==> config.mk <==
export PLATFORM = sky130hd
export DESIGN_NAME = shadow_ram_ctrl
export DESIGN_NICKNAME = d
export VERILOG_FILES = /design/src/rtl/shadow_ram_pkg.sv /design/src/rtl/srm_frame_rx.sv /design/src/rtl/srm_permit.sv /design/src/rtl/srm_timer.sv /design/src/rtl/srm_storage.sv /design/src/rtl/shadow_ram_ctrl.sv
export SDC_FILE = /design/constraint.sdc
export NUM_CORES = 1
export LEC_CHECK = 0
export ABC_AREA = 1
export CORE_MARGIN = 2
export CORE_UTILIZATION = 45
export DETAILED_ROUTE_END_ITERATION = 10
export SYNTH_ARGS = -nofsm -noshare
export SYNTH_HDL_FRONTEND = slang
export SYNTH_SLANG_ARGS = --single-unit
export TNS_END_PERCENT = 50
==> constraint.sdc <==
create_clock -name clk -period 1.8 [get_ports clk]
set_input_delay 0.36 -clock clk [delete_from_list [all_inputs] [get_ports clk]]
set_output_delay 0.36 -clock clk [all_outputs]
set_load 0.01 [all_outputs]
==> src/rtl/shadow_ram_pkg.sv <==
package shadow_ram_pkg;

    localparam int OP_W = 3;

    typedef enum logic [OP_W-1:0] {
        OP_NOP_LO = 3'b000,
        OP_READ   = 3'b001,
        OP_WRITE  = 3'b010,
        OP_WREN   = 3'b011,
        OP_WRDS   = 3'b100,
        OP_STORE  = 3'b101,
        OP_RECALL = 3'b110,
        OP_NOP_HI = 3'b111
    } srm_op_e;

    typedef enum logic [2:0] {
        RX_IDLE,
        RX_ADDR,
        RX_OPC,
        RX_WDATA,
        RX_RDATA,
        RX_SKIP
    } rx_state_e;

endpackage

==> src/rtl/srm_frame_rx.sv <==
module srm_frame_rx
    import shadow_ram_pkg::*;
#(
    parameter int WORD_W = 16,
    parameter int ADDR_W = 2
) (
    input  logic              clk,
    input  logic              rst_n,
    input  logic              cs,
    input  logic              sck,
    input  logic              din,
    input  logic              busy,
    input  logic [WORD_W-1:0] rd_word,
    output logic [ADDR_W-1:0] rd_addr,
    output logic              cmd_valid,
    output srm_op_e           cmd_op,
    output logic              wr_valid,
    output logic [ADDR_W-1:0] wr_addr,
    output logic [WORD_W-1:0] wr_data,
    output logic              dout,
    output logic              dout_en
);

    localparam int CNT_W = $clog2(WORD_W) + 1;

    typedef struct packed {
        rx_state_e         state;
        logic              sck_prev;
        logic [CNT_W-1:0]  cnt;
        logic [ADDR_W-1:0] addr;
        logic [OP_W-1:0]   op;
        logic [WORD_W-1:0] shreg;
        logic              cmd_valid;
        logic              wr_valid;
    } rx_t;

    rx_t rx_q, rx_d;
    logic sck_rise;
    logic [OP_W-1:0] op_next;

    always_comb begin
        rx_d           = rx_q;
        rx_d.sck_prev  = sck;
        rx_d.cmd_valid = 1'b0;
        rx_d.wr_valid  = 1'b0;
        sck_rise       = sck & ~rx_q.sck_prev;
        op_next        = {rx_q.op[OP_W-2:0], din};

        if (!cs) begin
            rx_d.state = RX_IDLE;
            rx_d.cnt   = '0;
        end else if (busy) begin
            rx_d.state = RX_SKIP;
        end else if (sck_rise) begin
            case (rx_q.state)
                RX_IDLE: begin
                    if (din) begin
                        rx_d.state = RX_ADDR;
                        rx_d.cnt   = '0;
                    end
                end
                RX_ADDR: begin
                    rx_d.addr = ADDR_W'({rx_q.addr, din});
                    if (rx_q.cnt == CNT_W'(ADDR_W - 1)) begin
                        rx_d.state = RX_OPC;
                        rx_d.cnt   = '0;
                    end else begin
                        rx_d.cnt = rx_q.cnt + CNT_W'(1);
                    end
                end
                RX_OPC: begin
                    rx_d.op = op_next;
                    if (rx_q.cnt == CNT_W'(OP_W - 1)) begin
                        rx_d.cnt = '0;
                        case (srm_op_e'(op_next))
                            OP_READ: begin
                                rx_d.state = RX_RDATA;
                                rx_d.shreg = rd_word;
                            end
                            OP_WRITE: rx_d.state = RX_WDATA;
                            default: begin
                                rx_d.state     = RX_SKIP;
                                rx_d.cmd_valid = 1'b1;
                            end
                        endcase
                    end else begin
                        rx_d.cnt = rx_q.cnt + CNT_W'(1);
                    end
                end
                RX_WDATA: begin
                    rx_d.shreg = {rx_q.shreg[WORD_W-2:0], din};
                    if (rx_q.cnt == CNT_W'(WORD_W - 1)) begin
                        rx_d.state    = RX_SKIP;
                        rx_d.wr_valid = 1'b1;
                    end else begin
                        rx_d.cnt = rx_q.cnt + CNT_W'(1);
                    end
                end
                RX_RDATA: begin
                    rx_d.shreg = {rx_q.shreg[WORD_W-2:0], 1'b0};
                    if (rx_q.cnt == CNT_W'(WORD_W - 1)) begin
                        rx_d.state = RX_SKIP;
                    end else begin
                        rx_d.cnt = rx_q.cnt + CNT_W'(1);
                    end
                end
                default: rx_d.state = RX_SKIP;
            endcase
        end
    end

    always_ff @(posedge clk or negedge rst_n) begin
        if (!rst_n) begin
            rx_q <= '0;
        end else begin
            rx_q <= rx_d;
        end
    end

    assign rd_addr   = rx_q.addr;
    assign wr_addr   = rx_q.addr;
    assign wr_data   = rx_q.shreg;
    assign wr_valid  = rx_q.wr_valid;
    assign cmd_valid = rx_q.cmd_valid;
    assign cmd_op    = srm_op_e'(rx_q.op);
    assign dout_en   = (rx_q.state == RX_RDATA);
    assign dout      = dout_en & rx_q.shreg[WORD_W-1];

endmodule

==> src/rtl/srm_permit.sv <==
module srm_permit
    import shadow_ram_pkg::*;
(
    input  logic    clk,
    input  logic    rst_n,
    input  logic    cmd_valid,
    input  srm_op_e cmd_op,
    input  logic    store_done,
    input  logic    recall_done,
    output logic    wel,
    output logic    rcl
);

    typedef struct packed {
        logic wel;
        logic rcl;
    } permit_t;

    permit_t pm_q, pm_d;

    always_comb begin
        pm_d = pm_q;
        if (store_done) begin
            pm_d.wel = 1'b0;
        end else if (cmd_valid && cmd_op == OP_WREN) begin
            pm_d.wel = 1'b1;
        end else if (cmd_valid && cmd_op == OP_WRDS) begin
            pm_d.wel = 1'b0;
        end
        if (recall_done) begin
            pm_d.rcl = 1'b1;
        end
    end

    always_ff @(posedge clk or negedge rst_n) begin
        if (!rst_n) begin
            pm_q <= '0;
        end else begin
            pm_q <= pm_d;
        end
    end

    assign wel = pm_q.wel;
    assign rcl = pm_q.rcl;

endmodule

==> src/rtl/srm_timer.sv <==
module srm_timer #(
    parameter int OP_CYCLES = 2000
) (
    input  logic clk,
    input  logic rst_n,
    input  logic store_req,
    input  logic recall_req,
    input  logic hw_recall,
    output logic busy,
    output logic store_done,
    output logic recall_done
);

    localparam int CNT_W = $clog2(OP_CYCLES + 1);

    typedef struct packed {
        logic             busy;
        logic             is_store;
        logic [CNT_W-1:0] cnt;
        logic             hw_prev;
    } tmr_t;

    tmr_t tm_q, tm_d;
    logic hw_rise;
    logic finish;

    always_comb begin
        tm_d         = tm_q;
        tm_d.hw_prev = hw_recall;
        hw_rise      = hw_recall & ~tm_q.hw_prev;
        finish       = tm_q.busy && (tm_q.cnt == '0);

        if (tm_q.busy) begin
            if (finish) begin
                tm_d.busy = 1'b0;
            end else begin
                tm_d.cnt = tm_q.cnt - CNT_W'(1);
            end
        end else if (store_req) begin
            tm_d.busy     = 1'b1;
            tm_d.is_store = 1'b1;
            tm_d.cnt      = CNT_W'(OP_CYCLES - 1);
        end else if (recall_req || hw_rise) begin
            tm_d.busy     = 1'b1;
            tm_d.is_store = 1'b0;
            tm_d.cnt      = CNT_W'(OP_CYCLES - 1);
        end
    end

    always_ff @(posedge clk or negedge rst_n) begin
        if (!rst_n) begin
            tm_q <= '0;
        end else begin
            tm_q <= tm_d;
        end
    end

    assign busy        = tm_q.busy;
    assign store_done  = finish & tm_q.is_store;
    assign recall_done = finish & ~tm_q.is_store;

endmodule

==> src/rtl/srm_storage.sv <==
module srm_storage #(
    parameter int WORD_W = 16,
    parameter int WORDS  = 4,
    parameter int ADDR_W = 2
) (
    input  logic              clk,
    input  logic              rst_n,
    input  logic              wr_en,
    input  logic [ADDR_W-1:0] wr_addr,
    input  logic [WORD_W-1:0] wr_data,
    input  logic [ADDR_W-1:0] rd_addr,
    input  logic              store_done,
    input  logic              recall_done,
    output logic [WORD_W-1:0] rd_word
);

    typedef struct packed {
        logic [WORDS-1:0][WORD_W-1:0] vol;
        logic [WORDS-1:0][WORD_W-1:0] shadow;
    } store_t;

    store_t st_q, st_d;

    always_comb begin
        st_d = st_q;
        if (wr_en) begin
            st_d.vol[wr_addr] = wr_data;
        end
        if (store_done) begin
            st_d.shadow = st_q.vol;
        end
        if (recall_done) begin
            st_d.vol = st_q.shadow;
        end
    end

    always_ff @(posedge clk or negedge rst_n) begin
        if (!rst_n) begin
            st_q <= '0;
        end else begin
            st_q <= st_d;
        end
    end

    assign rd_word = st_q.vol[rd_addr];

endmodule

==> src/rtl/shadow_ram_ctrl.sv <==
module shadow_ram_ctrl
    import shadow_ram_pkg::*;
#(
    parameter int WORD_W    = 16,
    parameter int WORDS     = 4,
    parameter int OP_CYCLES = 2000
) (
    input  logic clk,
    input  logic rst_n,
    input  logic cs,
    input  logic sck,
    input  logic din,
    input  logic hw_recall,
    output logic dout,
    output logic dout_en,
    output logic busy
);

    localparam int ADDR_W = $clog2(WORDS);

    logic              cmd_valid;
    srm_op_e           cmd_op;
    logic              wr_valid;
    logic [ADDR_W-1:0] wr_addr;
    logic [WORD_W-1:0] wr_data;
    logic [ADDR_W-1:0] rd_addr;
    logic [WORD_W-1:0] rd_word;
    logic              wel;
    logic              rcl;
    logic              store_req;
    logic              recall_req;
    logic              store_done;
    logic              recall_done;
    logic              wr_en;

    assign store_req  = cmd_valid && (cmd_op == OP_STORE) && wel && rcl;
    assign recall_req = cmd_valid && (cmd_op == OP_RECALL);
    assign wr_en      = wr_valid && wel;

    srm_frame_rx #(
        .WORD_W (WORD_W),
        .ADDR_W (ADDR_W)
    ) u_rx (
        .clk       (clk),
        .rst_n     (rst_n),
        .cs        (cs),
        .sck       (sck),
        .din       (din),
        .busy      (busy),
        .rd_word   (rd_word),
        .rd_addr   (rd_addr),
        .cmd_valid (cmd_valid),
        .cmd_op    (cmd_op),
        .wr_valid  (wr_valid),
        .wr_addr   (wr_addr),
        .wr_data   (wr_data),
        .dout      (dout),
        .dout_en   (dout_en)
    );

    srm_permit u_permit (
        .clk         (clk),
        .rst_n       (rst_n),
        .cmd_valid   (cmd_valid),
        .cmd_op      (cmd_op),
        .store_done  (store_done),
        .recall_done (recall_done),
        .wel         (wel),
        .rcl         (rcl)
    );

    srm_timer #(
        .OP_CYCLES (OP_CYCLES)
    ) u_timer (
        .clk         (clk),
        .rst_n       (rst_n),
        .store_req   (store_req),
        .recall_req  (recall_req),
        .hw_recall   (hw_recall),
        .busy        (busy),
        .store_done  (store_done),
        .recall_done (recall_done)
    );

    srm_storage #(
        .WORD_W (WORD_W),
        .WORDS  (WORDS),
        .ADDR_W (ADDR_W)
    ) u_storage (
        .clk         (clk),
        .rst_n       (rst_n),
        .wr_en       (wr_en),
        .wr_addr     (wr_addr),
        .wr_data     (wr_data),
        .rd_addr     (rd_addr),
        .store_done  (store_done),
        .recall_done (recall_done),
        .rd_word     (rd_word)
    );

endmodule

==> flow_summary.yaml <==
floorplanning:
  coreArea_um2: 18800
  dieArea_um2: 20500
  start_util_pct: 46.2
  num_rows: 50
  chipHeight_um: 143
  io_pins: 9
  dieWidth_um: 143
hold_path:
  hold_class: "input pin to flip-flop"
  min-delay-start: "hw_recall"
sta:
  tightest_slew_ns: 0.815
  maxSlewViolCount: 0
  clock_skew_ns: 0.00899
  fin_crit_sh_pct: 97.1
  rsz0062_at_grt: "yes"
  fin_tns_setup_ns: 0
  hold_viol: 0
  max_clock_freq_ghz: 0.572
  fin_ws_ns: 0.0514
  finalSetupViolCount: 0
  layout_min_cycle_time_ns: 1.75
  max_slew_margin_pct: 45.6
drt:
  drt_iter0_drc: 657
  vias_per_cell: 5.24
  vias: 7489
  drtPass1Iterations: 5
  wl_um: 23100
  ant_nets: 0
  drc: 0
  wl_per_cell_um: 16.2
synthesis:
  synth_edf_count: 0
  synth_seq_area_share_pct: 50.6
  yosys_warnings: 0
  synthArstFlopShare_pct: 100
  synth-seq-cells: 176
  synth_nets: 1133
  synth.avg_cell_area_um2: 7.76
  syn_inst: 1121
  ys_types: 29
  synth_ff_type: "dfrtp_1"
  netlist_area_um2: 8700
placement:
  placedInstanceArea_um2: 9310
  hpwl_um: 13800
  dp_slack_ns: -0.0663
  portBuffers: 8
  gp_congestion: 0.885
critical_path:
  critical_path_class: "flip-flop to flip-flop"
  crit_path_start: "u_timer.tm_q[2]"
  r2r_cells: 9
  cp.arrival_ns: 2.06
  r2r-end: "u_permit.rcl"
  start_kind: "flip-flop"
  reg2reg_slack_ns: 0.05
  critPathCaptureType: "flip-flop"
  endpoint: "u_permit.rcl"
  reg2reg_from: "u_timer.tm_q[2]"
  cp.required_ns: 2.11
  crit_fanout: 9
final_layout:
  n_antenna_cell: 0
  finish.instance_area_um2: 10200
  postLayoutCoreUtil_pct: 54.0
  area_delta_synth_final_pct: 16.9
  nets: 1167
  mostFrequentLayoutCell: "nand2_1"
  drive_gt1_share_pct: 10.8
  final_cell_mix: "363 x nand2_1, 230 x nand3_1, 176 x dfrtp_1"
cts:
  cts_made_buffers: 17
  clock_latency_ns: 0.43
  ctsRootBufferMaster: "clkbuf_16"
  clock_sinks: 176
  cts_tree: "done"
  htreeDepth: 4
  path_clk_slew_ns: 0.07
  clock_path_buffers: 2
status:
  status: "complete, no violations"
power:
  p_leak_uw: 0.00469
  ir_worst_vdd_mv: 0.584
  power.density_nw_per_um2: 789
  p_total_uw: 8020
grt:
  grt_max_degree: 71
  globalRouteTotalUtil_pct: 23.1
  antenna_found_initial: 0
  grt_pass1_wl_um: 37000
  first_global_vias: 7054
  grt_overflow_total: 0
job:
  cap_violations: 0
synth_stat cells (2+ instances only):
cell      count  area share (%)
nand2_1     364              16
nand3_1     231              13
dfrtp_1     176              51
inv_1        98             4.2
o21ai_1      58             3.3
nor2_1       44             1.9
buf_2        36             2.1
o21ai_0      29             1.7
nand4_1      18             1.3
buf_4         8            0.69
inv_2         8            0.35
clkbuf_1      7            0.30
ha_1          6            0.86
nor3_1        6            0.35
nor2_4        5            0.65
buf_6         4            0.52
nand2_2       4            0.29
nor2_2        4            0.29
xor2_1        3            0.30
a21oi_1       2            0.12
nand3_2       2            0.23
state kept, by name, indices dropped and copies added, names as in the netlist:
name and flops:
u_permit.wel 1, u_rx.cmd_op 3, u_permit.rcl 1, u_rx.rd_addr 2, u_rx.cmd_valid 1, u_rx.wr_data 16, u_rx.rx_q 9, u_timer.busy 1
u_storage.st_q 128, u_rx.wr_valid 1, u_timer.tm_q 13
metal layers:
metal  part of all wire, %  vias up  global-route usage, %
li1                      -     3693                      -
met1                    46     3569                   32.4
met2                    47      196                   37.0
met3                   5.0       31                   4.06
met4                   1.7        0                   6.04
met5                     0        -                      0
kinds of logic after synthesis:
group           after synthesis  synth area share, %
simple gates                683                 34.7
buf+inv                     163                 8.24
compound gates               90                 5.22
xor+xnor                      3                0.302
fa+ha+maj                     6                0.863
flops                       176                 50.6
per-stage QoR:
stage / hold WS (ns) / std cells
floorplan: 0.0644 / 1121
global placement: 0.323 / 1382
detailed placement: 0.328 / 1382
CTS: 0.378 / 1416
global route: 0.398 / 1428
finish: 0.399 / 1428
how the worst min path moves through the flow:
stage                          to  slack, ns  depth (start not counted)
2_1_floorplan        u_permit.rcl       0.06                          0
3_3_place_gp   u_storage.st_q[58]       0.32                          1
6_report          u_timer.tm_q[0]       0.40                          1
3_5_place_dp   u_storage.st_q[74]       0.33                          1
5_1_grt           u_timer.tm_q[0]       0.40                          1
4_1_cts           u_timer.tm_q[0]       0.38                          1
timing repair:
| item | 4_1_cts | 5_1_grt |
|---|---|---|
| setup buffers | 1 | 4 |
| endpoints found under the setup margin | 10 | 80 |
| cloned | 0 | 8 |
| pin swaps | 0 | 2 |
| gates resized for setup | 6 | 12 |
| endpoints found under the hold margin | 38 | 0 |
| hold buffers | 1 | 0 |
final cells by class:
type | instances | area, um2
timing repair buffer | 71 | 806
fill | 1792 | 8670
inverter | 107 | 418
clock inverter | 9 | 131
multi-input combinational | 782 | 3600
sequential | 176 | 4400
clock buffer | 23 | 478
tap | 260 | 325
worst max-delay path, stage by stage, from the launching register on:
cell and delay [ns]:
dfrtp_1 0.35, inv_1 0.06, ha_2 0.17, nand4_1 0.10
nor2_2 0.06, nand3b_1 0.14, buf_12 0.19, clkinv_8 0.12
buf_6 0.16, or2_2 0.26
where the power goes:
group	total, uW	internal [uW]	leakage (uW)	switching [uW]
Combinational	190	51.3	0.00201	139
Sequential	3960	3960	0.00239	3.12
Clock	3860	2290	0.000289	1570
No activity file was read; power rests on OpenSTA's default activity.
